<file path="src/rtl/brk_oe_pkg.sv">
// Shared definitions for the break and output-enable controller.
// Assumes a fixed 3-bit register address space.
package brk_oe_pkg;
    localparam int REG_ADDR_W = 3;

    typedef enum logic [2:0] {
        REG_CTRL   = 3'd0,
        REG_STAT   = 3'd1,
        REG_PROT   = 3'd2,
        REG_OUTCFG = 3'd3,
        REG_MODE   = 3'd4,
        REG_CHEN   = 3'd5
    } reg_sel_e;

    typedef enum logic [1:0] {
        LK_NONE = 2'd0,
        LK_L1   = 2'd1,
        LK_L2   = 2'd2,
        LK_L3   = 2'd3
    } lock_lvl_e;

    typedef enum logic [1:0] {
        OST_RUN  = 2'd0,
        OST_IDLE = 2'd1,
        OST_OFF  = 2'd2
    } out_state_e;
endpackage

</file>
<file path="src/rtl/brk_sync.sv">
// Multi-stage flop synchronizer with a synchronous active-low reset to 0.
// Assumes STAGES >= 2. Adds STAGES cycles of latency.
module brk_sync #(
    parameter int WIDTH  = 1,
    parameter int STAGES = 2
) (
    input  logic             clk,
    input  logic             rst_n,
    input  logic [WIDTH-1:0] d,
    output logic [WIDTH-1:0] q
);
    logic [WIDTH-1:0] stg [STAGES];

    // shift the input through the flop chain
    always_ff @(posedge clk) begin
        if (!rst_n) begin
            for (int i = 0; i < STAGES; i++) stg[i] <= '0;
        end else begin
            stg[0] <= d;
            for (int i = 1; i < STAGES; i++) stg[i] <= stg[i-1];
        end
    end

    assign q = stg[STAGES-1];
endmodule

</file>
<file path="src/rtl/brk_oe_regs.sv">
// Register file: main enable, break flag, write-once protection level and
// protected configuration. Assumes brk_act is already synchronized and
// qualified. Read data is combinational on addr.
module brk_oe_regs
    import brk_oe_pkg::*;
#(
    parameter int NP     = 2,
    parameter int DATA_W = 16,
    parameter int DT_W   = 8
) (
    input  logic                  clk,
    input  logic                  rst_n,
    input  logic                  wr_en,
    input  logic [REG_ADDR_W-1:0] addr,
    input  logic [DATA_W-1:0]     wdata,
    output logic [DATA_W-1:0]     rdata,
    input  logic                  brk_act,
    input  logic                  uev,
    output logic                  moe_q,
    output logic                  aoe_q,
    output logic                  ie_q,
    output logic                  ossi_q,
    output logic                  flag_q,
    output logic [1:0]            lock_q,
    output logic                  lock_set_q,
    output logic [DT_W-1:0]       dt_q,
    output logic                  brk_en_q,
    output logic                  brk_pol_q,
    output logic [2*NP-1:0]       pol_q,
    output logic [2*NP-1:0]       idl_q,
    output logic [2*NP-1:0]       mode_q,
    output logic [2*NP-1:0]       chen_q
);
    localparam int LEG_N     = 2 * NP;
    localparam int PR_EN_B   = DT_W;
    localparam int PR_POL_B  = DT_W + 1;
    localparam int PR_LK_LO  = DT_W + 2;
    localparam int PR_TOP    = DT_W + 4;

    logic wr_ctrl, wr_stat, wr_prot, wr_ocfg, wr_mode, wr_chen;
    logic unused_wdata;

    assign wr_ctrl = wr_en && (addr == REG_CTRL);
    assign wr_stat = wr_en && (addr == REG_STAT);
    assign wr_prot = wr_en && (addr == REG_PROT);
    assign wr_ocfg = wr_en && (addr == REG_OUTCFG);
    assign wr_mode = wr_en && (addr == REG_MODE);
    assign wr_chen = wr_en && (addr == REG_CHEN);
    assign unused_wdata = ^wdata[DATA_W-1:PR_TOP];

    // main enable: break wins, then software, then auto re-enable on update
    always_ff @(posedge clk) begin
        if (!rst_n)            moe_q <= 1'b0;
        else if (brk_act)      moe_q <= 1'b0;
        else if (wr_ctrl)      moe_q <= wdata[0];
        else if (aoe_q && uev) moe_q <= 1'b1;
    end

    // plain control bits
    always_ff @(posedge clk) begin
        if (!rst_n) begin
            aoe_q  <= 1'b0;
            ie_q   <= 1'b0;
            ossi_q <= 1'b0;
        end else if (wr_ctrl) begin
            aoe_q  <= wdata[1];
            ie_q   <= wdata[2];
            ossi_q <= wdata[3];
        end
    end

    // sticky break flag, cleared by writing 0 only when no break is present
    always_ff @(posedge clk) begin
        if (!rst_n)                      flag_q <= 1'b0;
        else if (brk_act)                flag_q <= 1'b1;
        else if (wr_stat && !wdata[0])   flag_q <= 1'b0;
    end

    // protection level taken from the first protection write only
    always_ff @(posedge clk) begin
        if (!rst_n) begin
            lock_q     <= LK_NONE;
            lock_set_q <= 1'b0;
        end else if (wr_prot && !lock_set_q) begin
            lock_q     <= wdata[PR_LK_LO +: 2];
            lock_set_q <= 1'b1;
        end
    end

    // dead-time and break qualification, frozen from level 1
    always_ff @(posedge clk) begin
        if (!rst_n) begin
            dt_q      <= '0;
            brk_en_q  <= 1'b0;
            brk_pol_q <= 1'b0;
        end else if (wr_prot && (lock_q == LK_NONE)) begin
            dt_q      <= wdata[DT_W-1:0];
            brk_en_q  <= wdata[PR_EN_B];
            brk_pol_q <= wdata[PR_POL_B];
        end
    end

    // polarity and idle levels, frozen from level 2
    always_ff @(posedge clk) begin
        if (!rst_n) begin
            pol_q <= '0;
            idl_q <= '0;
        end else if (wr_ocfg && (lock_q < LK_L2)) begin
            pol_q <= wdata[LEG_N-1:0];
            idl_q <= wdata[LEG_N +: LEG_N];
        end
    end

    // output mode, frozen at level 3
    always_ff @(posedge clk) begin
        if (!rst_n)                             mode_q <= '0;
        else if (wr_mode && (lock_q < LK_L3))   mode_q <= wdata[LEG_N-1:0];
    end

    // channel enables, never frozen
    always_ff @(posedge clk) begin
        if (!rst_n)       chen_q <= '0;
        else if (wr_chen) chen_q <= wdata[LEG_N-1:0];
    end

    // read-back multiplexer
    always_comb begin
        rdata = '0;
        case (addr)
            REG_CTRL:   rdata[3:0] = {ossi_q, ie_q, aoe_q, moe_q};
            REG_STAT:   rdata[0] = flag_q;
            REG_PROT: begin
                rdata[DT_W-1:0]      = dt_q;
                rdata[PR_EN_B]       = brk_en_q;
                rdata[PR_POL_B]      = brk_pol_q;
                rdata[PR_LK_LO +: 2] = lock_q;
            end
            REG_OUTCFG: begin
                rdata[LEG_N-1:0]     = pol_q;
                rdata[LEG_N +: LEG_N] = idl_q;
            end
            REG_MODE:   rdata[LEG_N-1:0] = mode_q;
            REG_CHEN:   rdata[LEG_N-1:0] = chen_q;
            default:    rdata = '0;
        endcase
    end
endmodule

</file>
<file path="src/rtl/brk_oe_outstage.sv">
// Pin stage: drives each complementary pair as running, idle or disabled,
// from the resynchronized main enable. Assumes moe_s is already resynchronized.
module brk_oe_outstage
    import brk_oe_pkg::*;
#(
    parameter int NP = 2
) (
    input  logic            moe_s,
    input  logic            aoe,
    input  logic            ossi,
    input  logic [2*NP-1:0] pol,
    input  logic [2*NP-1:0] idl,
    input  logic [2*NP-1:0] chen,
    input  logic [NP-1:0]   dtg_main,
    input  logic [NP-1:0]   dtg_comp,
    output logic [NP-1:0]   pin_main,
    output logic [NP-1:0]   pin_comp,
    output logic [NP-1:0]   oe_main,
    output logic [NP-1:0]   oe_comp
);
    out_state_e st;

    // pick the shared output state
    always_comb begin
        if (moe_s)    st = OST_RUN;
        else if (aoe) st = OST_IDLE;
        else          st = OST_OFF;
    end

    for (genvar p = 0; p < NP; p++) begin : g_pair
        localparam int M = 2 * p;
        localparam int C = 2 * p + 1;
        logic any_en;
        assign any_en = chen[M] | chen[C];

        // drive one pair according to the state
        always_comb begin
            case (st)
                OST_RUN: begin
                    pin_main[p] = (dtg_main[p] & chen[M]) ^ pol[M];
                    pin_comp[p] = (dtg_comp[p] & chen[C]) ^ pol[C];
                    oe_main[p]  = chen[M];
                    oe_comp[p]  = chen[C];
                end
                OST_IDLE: begin
                    pin_main[p] = pol[M];
                    pin_comp[p] = pol[C];
                    oe_main[p]  = ossi & any_en;
                    oe_comp[p]  = ossi & any_en;
                end
                default: begin
                    pin_main[p] = idl[M];
                    pin_comp[p] = idl[C];
                    oe_main[p]  = any_en;
                    oe_comp[p]  = any_en;
                end
            endcase
        end
    end
endmodule

</file>
<file path="src/rtl/brk_oe_ctrl.sv">
// Top of the break and output-enable controller. Synchronizes and qualifies
// the fault pin, holds the registers, resynchronizes the main enable and
// drives the pin stage. Assumes brk_pin is asynchronous and uev is synchronous.
module brk_oe_ctrl
    import brk_oe_pkg::*;
#(
    parameter int NP       = 2,
    parameter int DATA_W   = 16,
    parameter int DT_W     = 8,
    parameter int SYNC_STG = 2
) (
    input  logic                  clk,
    input  logic                  rst_n,
    input  logic                  brk_pin,
    input  logic                  uev,
    input  logic                  wr_en,
    input  logic [REG_ADDR_W-1:0] addr,
    input  logic [DATA_W-1:0]     wdata,
    output logic [DATA_W-1:0]     rdata,
    output logic                  irq,
    output logic                  moe_out,
    output logic [DT_W-1:0]       dt_cfg,
    output logic [2*NP-1:0]       mode_cfg,
    input  logic [NP-1:0]         dtg_main,
    input  logic [NP-1:0]         dtg_comp,
    output logic [NP-1:0]         pin_main,
    output logic [NP-1:0]         pin_comp,
    output logic [NP-1:0]         oe_main,
    output logic [NP-1:0]         oe_comp
);
    logic brk_s, brk_act;
    logic moe_q, aoe_q, ie_q, ossi_q, flag_q, lock_set_q;
    logic brk_en_q, brk_pol_q;
    logic [1:0] lock_q;
    logic [2*NP-1:0] pol_q, idl_q, chen_q;

    brk_sync #(.WIDTH(1), .STAGES(SYNC_STG)) brk_sync_i (
        .clk(clk), .rst_n(rst_n), .d(brk_pin), .q(brk_s)
    );

    assign brk_act = brk_en_q && (brk_s == brk_pol_q);

    brk_oe_regs #(.NP(NP), .DATA_W(DATA_W), .DT_W(DT_W)) regs_i (
        .clk(clk), .rst_n(rst_n), .wr_en(wr_en), .addr(addr), .wdata(wdata),
        .rdata(rdata), .brk_act(brk_act), .uev(uev),
        .moe_q(moe_q), .aoe_q(aoe_q), .ie_q(ie_q), .ossi_q(ossi_q),
        .flag_q(flag_q), .lock_q(lock_q), .lock_set_q(lock_set_q),
        .dt_q(dt_cfg), .brk_en_q(brk_en_q), .brk_pol_q(brk_pol_q),
        .pol_q(pol_q), .idl_q(idl_q), .mode_q(mode_cfg), .chen_q(chen_q)
    );

    brk_sync #(.WIDTH(1), .STAGES(SYNC_STG)) moe_sync_i (
        .clk(clk), .rst_n(rst_n), .d(moe_q), .q(moe_out)
    );

    assign irq = flag_q & ie_q;

    brk_oe_outstage #(.NP(NP)) out_i (
        .moe_s(moe_out), .aoe(aoe_q), .ossi(ossi_q),
        .pol(pol_q), .idl(idl_q), .chen(chen_q),
        .dtg_main(dtg_main), .dtg_comp(dtg_comp),
        .pin_main(pin_main), .pin_comp(pin_comp),
        .oe_main(oe_main), .oe_comp(oe_comp)
    );
endmodule

</file>
<file path="config.mk">
export PLATFORM = sky130hd
export DESIGN_NAME = brk_oe_ctrl
export DESIGN_NICKNAME = d
export VERILOG_FILES = /design/src/rtl/brk_oe_pkg.sv /design/src/rtl/brk_sync.sv /design/src/rtl/brk_oe_regs.sv /design/src/rtl/brk_oe_outstage.sv /design/src/rtl/brk_oe_ctrl.sv
export SDC_FILE = /design/constraint.sdc
export NUM_CORES = 1
export LEC_CHECK = 0
export ABC_CLOCK_PERIOD_IN_PS = 2180
export BUFFER_PORTS_ARGS = -buffer_cell sky130_fd_sc_hd__buf_2
export CORE_MARGIN = 2
export CORE_UTILIZATION = 53
export CTS_BUF_LIST = sky130_fd_sc_hd__clkbuf_4
export DETAILED_ROUTE_END_ITERATION = 8
export HOLD_SLACK_MARGIN = 0.03
export PLACE_DENSITY_LB_ADDON = 0.2
export SKIP_LAST_GASP = 1
export SYNTH_ARGS = -nofsm -noshare
export SYNTH_HDL_FRONTEND = slang
export SYNTH_SLANG_ARGS = --single-unit
export TNS_END_PERCENT = 10
</file>
<file path="constraint.sdc">
create_clock -name clk -period 2.18 [get_ports clk]
set_clock_uncertainty 0.2 [all_clocks]
set_input_delay 0.436 -clock clk [delete_from_list [all_inputs] [get_ports clk]]
set_output_delay 0.436 -clock clk [all_outputs]
set_load 0.02 [all_outputs]
</file>
* After elaboration in Yosys (flattened, before gate mapping)
Memories as Yosys holds them, arrays and structs flattened.
Index checks and enable logic that the tools add are counted.
** Storage, ports and cells
- Register bits after elaboration :: 34
- RAM bits :: 4
- Word-level logic and storage cells :: 88
- Memories kept :: 2
- Input bits :: 28
- Output and inout port bits :: 38
** Cells by class
- Reduce and logical (&&, ||, !) cells :: 21
- Order comparisons :: 2
- Multiplexer cells :: 24
- Equality and inequality tests :: 7
- Bitwise gates (word level) :: 18
** Memories
- brk_sync_i.stg :: words 2, width 1, rd ports 2, clocked after memory_dff 0, write ports 2, line brk_sync.sv:12 : logic [WIDTH-1:0] stg [STAGES];
- moe_sync_i.stg :: words 2, width 1, rd ports 2, clocked after memory_dff 0, write ports 2, line brk_sync.sv:12
** Operators by type and width (count)
- $pmux W1 S2 :: 8
- $pmux W3 S5 :: 1
- $logic_and A1 B1 Y1 :: 13
- $mux W1 :: 10
- $pmux W4 S2 :: 1
- $and A1 B1 Y1 :: 7
- $eq A3 B2 Y1 const B :: 2
- $eq A3 B3 Y1 const B :: 2
- $or A1 B1 Y1 :: 6
- $pmux W1 S6 :: 1
- $logic_not A2 Y1 :: 2
- $lt A2 B2 Y1 const B :: 2
- $mux W2 :: 2
- $mux W4 :: 1
- $reduce_bool A2 Y1 :: 2
- $xor A1 B1 Y1 :: 4
- $eq A3 B1 Y1 const B :: 1
- $logic_not A3 Y1 :: 1
- $eq A2 B1 Y1 const B :: 1
- $logic_not A1 Y1 :: 2
- $reduce_or A2 Y1 :: 1
- $eq A1 B1 Y1 :: 1
- $not A1 Y1 :: 1

* Logic depth before layout (Yosys ltp)
Gate-level depths: netlist of run 1.
- Word-level depth :: 5
- Gate-level depth with buffers :: 6
- Depth with buffers taken out :: 4

* Cells and area by module
From an unflattened synthesis of run 1, not the netlist that was laid out.
** Second synthesis, totals
- Cells, all modules :: 223
- Area, all modules :: 2029.4 um^2
** Modules (own cells, without submodules)
- brk_oe_regs :: area an instance 1632.8 um^2, instances 1, cells each 176, sequential area each 680.7 um^2
- brk_oe_outstage :: area an instance 270.3 um^2, instances 1, cells each 36, sequential area each 0.0 um^2
- brk_sync :: area an instance 52.6 um^2, instances 2, cells each 4, sequential area each 40.0 um^2
- brk_oe_ctrl :: area an instance 21.3 um^2, instances 1, cells each 3, sequential area each 0.0 um^2

* Worst setup path after synthesis of run 1
No wires, ideal clock.
- Path kind :: input -> output
- Start point :: in addr[2]
- End point :: out rdata[1]
- Required time :: 1.544 ns
- Path buffers :: 2
- Slack :: -0.190 ns
- Data arrival time :: 1.734 ns
- Stages :: 5
- Cells stage by stage :: clkbuf_8 -> buf_2 -> inv_1 -> ha_1 -> o31ai_1
** On the way
- Longest elaborated chain between the ends :: 2
- Elaborated cells on any way between the ends :: 6
- Those cells by class :: 4 x eq/ne; 1 x mux; 1 x reduce/logical
** Ends and longest elaborated chain
- start: declaration :: line brk_oe_ctrl.sv:17 : input logic [REG_ADDR_W-1:0] addr,
- $eq A3 B3 Y1, or another cell as far along :: line brk_oe_regs.sv:129 : case (addr)
- $pmux W3 S5 * :: line brk_oe_regs.sv:129
- end: declaration :: line brk_oe_ctrl.sv:19 : output logic [DATA_W-1:0] rdata,
Every way passes the cells marked *; elsewhere a longest branch is shown, timed or not.

* Final worst setup path of run 1
- Start point :: reg regs_i.dt_q[3]
- End point :: out rdata[3]
** On the way
- Longest elaborated chain between the ends :: 1
** Ends and longest elaborated chain
- start: declaration :: line brk_oe_regs.sv:26 : output logic [DT_W-1:0] dt_q,
- start signal: assignment :: line brk_oe_regs.sv:97 : dt_q <= wdata[DT_W-1:0];
- $pmux W3 S5 :: line brk_oe_regs.sv:129
No other way between the ends.

==> impl_metrics.json, run 1 <==
{
  "diodes": 0,
  "postSynthAreaPerCell_sq_um": 8.578,
  "synth_warnings": 0,
  "synth_area_leaders": "dfxtp_1, mux2i_1, a21oi_1",
  "max_stage_delay_ns": 0.35,
  "finalNetCount": 338,
  "grt_usage_pct": 24.52,
  "critPathLaunchType": "flop",
  "pin_count": 66,
  "numCtsBuffers": 5,
  "yosysUniqueCellTypes": 47,
  "rows": 23,
  "start_util_pct": 54.40,
  "drt_first_pass_iters": 4,
  "grt_max_degree": 29,
  "grt_overflow_total": 0,
  "synth_top_area_share_pct": 35.47,
  "seq_area_frac_synth_pct": 35.47,
  "arrival_ns": 1.50,
  "syn_inst": 250,
  "antenna_found_initial": 0,
  "areaGrowthSynthToFinish_pct": 21.76,
  "fp.dieW_um": 67.61,
  "hold_class": "in -> reg",
  "synth-async-reset-ratio_pct": 0,
  "yosysTopAreaCell": "dfxtp_1",
  "cap_violations": 0,
  "post-route-period-util_pct": 97.91,
  "crit_chain": "mux2_2 -> a221oi_2 -> o21ba_1 -> buf_2",
  "routed_wl_mm": 5.296,
  "port_buffers": 57,
  "synth_edf_count": 0,
  "grt_setup_unrepaired": "true",
  "critPathTopFamily": "compound AO/OA/AOI/OAI gates",
  "grt_pass1_vias": 1639,
  "clkSinkCount": 38,
  "netlist_area_sq_um": 2145,
  "crit_buf_inv": 1,
  "cts_buffer_depth": 2,
  "p_leak_nw": 1.139,
  "htreeDepth": 2,
  "place_ws_ns": 0.01203,
  "hold_violations": 0,
  "vdd_drop_max_mv": 0.4152,
  "vias": 1982,
  "drtIter0Drc": 78,
  "synth_ff_type": "dfxtp_1",
  "post_drt_wl_per_cell_um": 14.75,
  "powerDensity_nw_per_um2": 592.0,
  "dp_hpwl_mm": 3.985,
  "clkSlewWorstSetupHoldPaths_ns": 0.11,
  "synth-seq-cells": 38,
  "cp_slowest_cell": "dfxtp_2",
  "final.setup.worst_slack_ns": 0.04563,
  "die_y_um": 67.61,
  "status": "finished, final reports clean",
  "critPathKind": "reg -> out",
  "cts_hold_buf": 0,
  "setup_viol": 0,
  "crit_required_ns": 1.54,
  "cp-end-kind": "output port",
  "finalCriticalPeriod_ns": 2.134,
  "whs_ns": 0.1009,
  "gp_congestion": 0.8246,
  "die_area_sq_um": 4571,
  "drtAntennaViolNets": 0,
  "critPathMaxFanout": 3,
  "vias_per_cell": 5.521,
  "grt_pass1_wl_mm": 8.238,
  "drive_gt1_share_pct": 33.33,
  "clk_latency_ns": 0.34,
  "fin_area_sq_um": 2611,
  "reg2reg_slack_ns": 0.77,
  "cts_tree": "built",
  "root_buffer": "clkbuf_4",
  "core-area_sq_um": 3943,
  "max_freq_mhz": 468.5,
  "placed_area_sq_um": 2464,
  "drc": 0,
  "drv_slew": 0
}
path summary, 6_finish.rpt:
path / from / endpoint / cells past startpoint
setup / recovery: regs_i.dt_q[3]$_SDFFE_PN0P_ / rdata[3] / 4
hold / removal: brk_pin / brk_sync_i.stg[0][0]$_SDFF_PN0_ / 2
setup reg to reg: regs_i.lock_q[1]$_SDFFE_PN0P_ / regs_i.dt_q[0]$_SDFFE_PN0P_ / 4
hold reg to reg: moe_sync_i.stg[0][0]$_SDFF_PN0_ / moe_sync_i.stg[0][1]$_SDFF_PN0_ / 1
kinds of logic (layout without fill, tap and decap cells):
family / Yosys count / in the layout / share of synthesized area (%)
and+or+nand+nor: 95 / 95 / 25.03
AOI/OAI and AO/OA: 64 / 64 / 18.49
DFF: 38 / 38 / 35.47
buffers and inverters: 26 / 82 / 7.817
muxes: 23 / 23 / 11.43
adders and majority gates: 2 / 2 / 1.167
other: 1 / 4 / 0.1749
xor gates and xnor gates: 1 / 1 / 0.4085
repair_timing:
action | in CTS | in global routing
setup buffers | 0 | 1
gates resized for setup | 1 | 11
cloned | 0 | 0
setup endpoints to repair | 5 | 12
report_power, final:
part           total [mW]  leakage, nW  internal [mW]  switching [mW]
Combinational       0.226        0.776         0.0949           0.131
Clock               0.596       0.0528          0.353           0.242
Sequential          0.724        0.310          0.709          0.0148
worst reg2reg max path, delay by kind of cell (launching register included):
family / cells / cell delay [ns]
AND/OR/NAND/NOR: 2 / 0.42
flip-flops: 1 / 0.33
multiplexers: 1 / 0.21
buffers and inverters: 1 / 0.19
cell type report:
cell class	instances	area (sq um)
fill	357	1331
clock inverter	3	63.81
sequential	38	770.7
timing repair buffer	70	400.4
tap	50	62.56
multi-input combinational	189	1261
inverter	4	15.01
clock buffer	5	37.54
layout by cell type, fill, tap and decap left out, types with 2 or more instances in the layout:
cell / n
dfxtp_4: 2
conb_1: 4
nor3_1: 6
nor2_1: 14
o31ai_2: 2
dfxtp_2: 2
buf_4: 13
a21oi_1: 28
inv_1: 4
and2_1: 5
a41oi_1: 4
o21ai_0: 15
bufinv_16: 2
o21a_1: 4
clkbuf_4: 6
and2_2: 4
nor2b_2: 2
buf_2: 55
dfxtp_1: 34
nand2_1: 36
a221oi_1: 4
mux2_2: 2
nand3b_1: 10
mux2i_1: 20
nand3_1: 5
Yosys cell counts, types with 2 or more instances:
cell type  number
buf_6           2
o31ai_1         3
clkbuf_1        7
nor2_1         14
a21oi_1        28
mux2i_1        20
and2_1          5
nor3_1          6
o21ai_0        15
nand3_1         5
nor2b_1         2
dfxtp_1        38
buf_2           4
nand3b_1       10
a221oi_1        5
a41oi_1         4
buf_4           6
inv_1           4
mux2_2          2
nand2_1        36
and2_2          4
o21a_1          4
ha_1            2
registers in the layout, indices dropped and copies added, names as in the netlist, 2 cells and up:
| name | flops |
|---|---|
| regs_i.idl_q | 4 |
| moe_sync_i.stg | 2 |
| regs_i.mode_q | 4 |
| regs_i.dt_q | 8 |
| regs_i.chen_q | 4 |
| regs_i.pol_q | 4 |
| regs_i.lock_q | 2 |
| brk_sync_i.stg | 2 |
routing by layer:
layer	vias up	share of wire, %	GRT usage [%]
met5	-	0	0
met1	915	46	34.87
met4	0	0.68	6.378
li1	989	-	-
met3	4	7.0	5.167
met2	74	46	37.50
through the flow:
step	TNS, ns	power (mW)	std cells	util, %
floorplan	-0.1148	0.8911	253	-
global placement	0	0.9567	350	62.49
detailed placement	0	0.9601	350	62.49
CTS	-0.004163	1.554	358	65.12
global route	-0.02833	1.606	359	66.23
finish	0	1.546	359	66.23
(Power assumes the default switching activity.)
==> inputs of run 2 (changes only) <==
--- a/config.mk
+++ b/config.mk
@@ -11,6 +11,7 @@
 export CORE_UTILIZATION = 53
 export CTS_BUF_LIST = sky130_fd_sc_hd__clkbuf_4
 export DETAILED_ROUTE_END_ITERATION = 8
+export GPL_TIMING_DRIVEN = 0
 export HOLD_SLACK_MARGIN = 0.03
 export PLACE_DENSITY_LB_ADDON = 0.2
 export SKIP_LAST_GASP = 1
==> run 2 against run 1 <==
- the flow now finishes with violations (negative setup slack)
- count of clock-buffer cells in the layout did not move
- combinational power rose by 18%
- flip-flop and latch count stayed put
- sequential share of layout area fell by 1.8 points
- critical path depth is 4 higher
- via count is 4.2% higher
- total power decreased by 11%
- wire length is 10% higher
- sequential power increased by 0.7%
- critical endpoint unchanged
- largest cell class unchanged
==> impl_metrics.json, run 2 (synthesis results as in run 1) <==
{
  "status": "complete, but fails checks",
  "violations": "negative setup slack",
  "grt_pass1_vias": 1725,
  "crit_required_ns": 1.54,
  "routed_wl_mm": 5.833,
  "hp-start": "brk_pin",
  "reg2reg_slack_ns": 0.77,
  "pin_count": 66,
  "cap_violations": 0,
  "diodes": 0,
  "areaGrowthSynthToFinish_pct": 29.29,
  "cts_buffer_depth": 2,
  "fp.dieW_um": 67.61,
  "timing.slew.headroom_pct": 65.88,
  "port_buffers": 56,
  "powerDensity_nw_per_um2": 495.7,
  "largest_register_ffs": 8,
  "rows": 23,
  "final_cell_mix": "buf_2, nand2_1, dfxtp_1",
  "finalNetCount": 350,
  "grt_pass1_wl_mm": 8.493,
  "clkSlewWorstSetupHoldPaths_ns": 0.12,
  "multi_input_area_sq_um": 1345,
  "post-route-period-util_pct": 100.7,
  "seqCellArea_sq_um": 768.2,
  "clkSinkCount": 38,
  "ff2ff_path_depth": 4,
  "cts_hold_buf": 0,
  "start_util_pct": 54.40,
  "min_delay_worst_endpoint": "brk_sync_i.stg[0][0]$_SDFF_PN0_",
  "vias": 2065,
  "grt_max_degree": 14,
  "drive_gt1_share_pct": 37.69,
  "crit_chain": "buf_4 -> buf_8 -> buf_8 -> inv_4 -> ha_4 -> a21oi_1 -> o21ba_1 -> buf_4",
  "drv_slew": 0,
  "core-area_sq_um": 3943,
  "cts_tree": "built",
  "drt_first_pass_iters": 4,
  "drtIter0Drc": 159,
  "antenna_found_initial": 0,
  "final.setup.worst_slack_ns": -0.01633,
  "arrival_ns": 1.56,
  "gp_congestion": 0.8352,
  "r2r-end": "regs_i.dt_q[6]$_SDFFE_PN0P_",
  "setup_viol": 1,
  "root_buffer": "clkbuf_4",
  "final.fill_count": 317,
  "r2r-start": "regs_i.lock_q[1]$_SDFFE_PN0P_",
  "hold_violations": 0,
  "cp_slowest_cell": "ha_4",
  "holdPathStages": 2,
  "grt_usage_pct": 25.20,
  "drc": 0,
  "die_area_sq_um": 4571,
  "post_drt_wl_per_cell_um": 15.72,
  "cp-end-kind": "output port",
  "max_freq_mhz": 455.3,
  "p_leak_nw": 1.195,
  "die_y_um": 67.61,
  "top_register": "regs_i.dt_q",
  "critPathLaunchType": "input pin",
  "critPathKind": "in -> out",
  "numCtsBuffers": 5,
  "worst_pin_slew_ns": 0.5117,
  "htreeDepth": 2,
  "drtAntennaViolNets": 0,
  "grt_overflow_total": 0,
  "layout_commonest_cell": "buf_2",
  "critPathMaxFanout": 7,
  "hold_class": "in -> reg",
  "max_stage_delay_ns": 0.30,
  "vias_per_cell": 5.566,
  "grt_setup_unrepaired": "true",
  "finalCriticalPeriod_ns": 2.196,
  "dp_hpwl_mm": 4.038,
  "place_ws_ns": -0.2797,
  "vdd_drop_max_mv": 0.3678,
  "clk_latency_ns": 0.34,
  "whs_ns": 0.08928
}
## run 2: cell types whose count changed in the layout (fill, tap and decap cells not counted), moves of 2 or more
cell	previous run	this run
buf_4	13	16
a221oi_4	0	3
bufinv_16	2	0
buf_6	0	3
clkbuf_1	0	3
a221oi_1	4	0
clkbuf_2	0	2
buf_8	0	2
## run 2: what timing repair did
action,4_1_cts,5_1_grt
pin swaps,0,3
gates cloned,0,1
buffers inserted,0,5
endpoints found under the setup margin,17,17
resized for setup,9,32
## run 2: layout make-up
cell class / instances / share of cell area [%]
multi-input combinational: 189 / 48.51
sequential: 38 / 27.71
tap: 50 / 2.256
buffer: 20 / 5.957
inverter: 4 / 0.6318
clock buffer: 5 / 1.354
timing repair buffer: 62 / 12.82
clock inverter: 3 / 0.7671
## run 2: metrics by stage
step           cell area (sq um)  TNS (ns)  instances  util [%]  power, mW
2_1_floorplan               2166   -0.1148        253         -     0.8911
3_3_place_gp                2509   -0.8177        359     63.63     0.9652
3_5_place_dp                2509   -0.8435        359     63.63     0.9674
4_1_cts                     2595   -0.9953        365     65.82      1.341
5_1_grt                     2773   -0.2284        371     70.33      1.430
6_report                    2773  -0.01633        371     70.33      1.374
## run 2: power by group
group / leakage [nW] / switching (mW) / internal [mW]
logic: 0.854 / 0.148 / 0.120
clock network: 0.0312 / 0.252 / 0.125
registers: 0.310 / 0.0190 / 0.710
## run 2: critical path: cells and delay by family
| kind | cells | cell delay, ns |
|---|---|---|
| adder cells (fa/ha/maj) | 1 | 0.30 |
| AO/OA/AOI/OAI | 2 | 0.27 |
| buffers and inverters | 5 | 0.56 |
## run 2: worst max-delay path by stage
stage	start	endpoint	slack [ns]	cells past startpoint
detailed placement	addr[2]	rdata[1]	-0.28	7
finish	addr[2]	rdata[3]	-0.02	8
floorplan	addr[2]	rdata[1]	-0.06	5
CTS	addr[1]	rdata[1]	-0.12	6
global placement	addr[2]	rdata[1]	-0.28	7
global route	addr[2]	rdata[3]	-0.05	8
## run 2: metal layers
metal / GRT usage, % / wire [um]
met5: 0 / 0
met1: 34.60 / 2636
met3: 4.833 / 393
met4: 10.71 / 69
met2: 38.36 / 2733
==> inputs of run 3 (changes only) <==
==> constraint.sdc (replaced) <==
create_clock -name clk -period 2.18 [get_ports clk]
set_clock_uncertainty 0.2 [all_clocks]
set_input_delay 0.109 -clock clk [delete_from_list [all_inputs] [get_ports clk]]
set_output_delay 0.109 -clock clk [all_outputs]
set_load 0.02 [all_outputs]
==> run 3 against run 2 <==
- the flow now finishes without violations
- global-route usage is 2.6 points higher
- sequential power hardly changed
- sequential share of layout area is 0.67 points lower
- worst hold slack worse by 0.055 ns
- flip-flop and latch count stayed put
- critical path type is now reg -> out
==> impl_metrics.json, run 3 (synthesis results as in run 1) <==
{
  "crit_start": "regs_i.aoe_q$_SDFFE_PN0P_",
  "r2r-start": "regs_i.lock_q[1]$_SDFFE_PN0P_",
  "stdcell_count": 388,
  "critPathLaunchType": "flop",
  "ff2ff_path_depth": 5,
  "p_sw_mw": 0.3937,
  "grt_pass1_wl_mm": 9.487,
  "cp-end-kind": "output port",
  "drt_first_pass_iters": 4,
  "top_usage_layer": "met2",
  "drc": 0,
  "clkSinkCount": 38,
  "post-route-period-util_pct": 98.30,
  "antenna_found_initial": 0,
  "power_switching_share_pct": 25.00,
  "timing.slew.headroom_pct": 66.25,
  "drive_gt1_share_pct": 28.40,
  "core-area_sq_um": 3943,
  "final_cell_mix": "buf_2, dfxtp_1, nand2_1",
  "drtAntennaViolNets": 0,
  "htreeDepth": 2,
  "vias_per_cell": 5.528,
  "start_util_pct": 54.40,
  "final.fill_count": 329,
  "pin_count": 66,
  "vias": 2145,
  "diodes": 0,
  "largest_register_ffs": 8,
  "critPathMaxFanout": 8,
  "post_cts_buffers": 0,
  "endpoint": "oe_main[0]",
  "gr-usage-met3_pct": 6.167,
  "worst_pin_slew_ns": 0.5052,
  "drtIter0Drc": 144,
  "dp_hpwl_mm": 4.077,
  "internal_power_mw": 1.181,
  "grt_use_met2_pct": 45.59,
  "clkSlewWorstSetupHoldPaths_ns": 0.12,
  "numCtsBuffers": 5,
  "grt_pass1_vias": 1951,
  "hold_violations": 0,
  "grt_setup_unrepaired": "true",
  "placed_area_sq_um": 2499,
  "gp_congestion": 0.8836,
  "finalNetCount": 367,
  "dpl.cell_count": 359,
  "reg2reg_slack_ns": 0.15,
  "hold_class": "in -> reg",
  "p_comb_share_pct": 16.3,
  "cts_tree": "built",
  "crit_required_ns": 1.87,
  "clockPowerShare_pct": 37.6,
  "top_register": "regs_i.dt_q",
  "grt_usage_pct": 27.77,
  "layout_commonest_cell": "buf_2",
  "routed_wl_mm": 5.970,
  "grt_max_degree": 13,
  "setup_viol": 0,
  "grt_use_met1_pct": 36.20,
  "port_buffers": 56,
  "rows": 23,
  "die_area_sq_um": 4571,
  "p_total_mw": 1.575,
  "r2r-end": "regs_i.lock_q[1]$_SDFFE_PN0P_",
  "p_seq_share_pct": 46.1,
  "final_util_pct": 71.37,
  "root_buffer": "clkbuf_4",
  "p_leak_nw": 1.234,
  "whs_ns": 0.03477,
  "die_y_um": 67.61,
  "clk_latency_ns": 0.34,
  "powerDensity_nw_per_um2": 559.6,
  "max_freq_mhz": 466.7,
  "arrival_ns": 1.83,
  "cts_buffer_depth": 2,
  "status": "finished, final reports clean",
  "drv_slew": 0,
  "areaGrowthSynthToFinish_pct": 31.21,
  "cap_violations": 0,
  "grt_overflow_total": 0,
  "vdd_drop_max_mv": 0.4405,
  "post_drt_wl_per_cell_um": 15.39,
  "finalCriticalPeriod_ns": 2.143,
  "fin_area_sq_um": 2814,
  "critPathKind": "reg -> out",
  "fp.dieW_um": 67.61
}
-- run 3: worst max-delay path, stage by stage, from the launching register on --
cell,delay [ns]
dfxtp_1,0.33
clkbuf_1,0.31
nor2b_2,0.32
nor2b_1,0.28
nor2_1,0.08
buf_2,0.16
-- run 3: area by class of cell --
type                    instances  area [sq um]  area share, %
multi-input cells             189          1230          43.71
inverters                       4         15.01         0.5336
plain buffers                  22         153.9          5.469
clock buffers                   5         37.54          1.334
clock inverters                 3         63.81          2.268
repair buffers                 77         490.5          17.43
flip-flops and latches         38         760.7          27.03
well taps                      50         62.56          2.223
-- run 3: how the worst min path moves through the flow --
stage	startpoint	to	slack (ns)	cells past startpoint
6_report	addr[0]	regs_i.ie_q$_SDFFE_PN0P_	0.03	5
4_1_cts	addr[0]	regs_i.ie_q$_SDFFE_PN0P_	0.03	5
3_5_place_dp	brk_pin	brk_sync_i.stg[0][0]$_SDFF_PN0_	0.13	2
3_3_place_gp	brk_pin	brk_sync_i.stg[0][0]$_SDFF_PN0_	0.11	2
5_1_grt	addr[0]	regs_i.aoe_q$_SDFFE_PN0P_	0.05	5
2_1_floorplan	brk_pin	brk_sync_i.stg[0][0]$_SDFF_PN0_	0.04	1
-- run 3: power by group through the flow --
stage | combinational [mW] | clock (mW) | sequential, mW
3_5_place_dp | 0.223 | 0 | 0.741
5_1_grt | 0.281 | 0.628 | 0.728
3_3_place_gp | 0.222 | 0 | 0.741
4_1_cts | 0.252 | 0.594 | 0.726
6_report | 0.257 | 0.591 | 0.726
2_1_floorplan | 0.146 | 0 | 0.742
-- run 3: timing repair --
action / in CTS / in global routing
setup endpoints to repair: 4 / 6
hold buffers: 21 / 0
hold endpoints to repair: 35 / 0
gates resized for setup: 1 / 2
-- run 3: layer usage --
layer  up-vias  wire length, um  share of wire [%]
met1      1006             2659                 45
met4         0              118                2.0
met2        73             2834                 47
li1       1052                -                  -
met5         -                0                  0
met3        14              358                6.0
-- run 3: through the flow --
stage	setup WS, ns	TNS (ns)
4_1_cts	0.05537	0
2_1_floorplan	0.4644	0
3_5_place_dp	0.3014	0
6_report	0.03709	0
5_1_grt	-0.07509	-0.2641
3_3_place_gp	0.3590	0
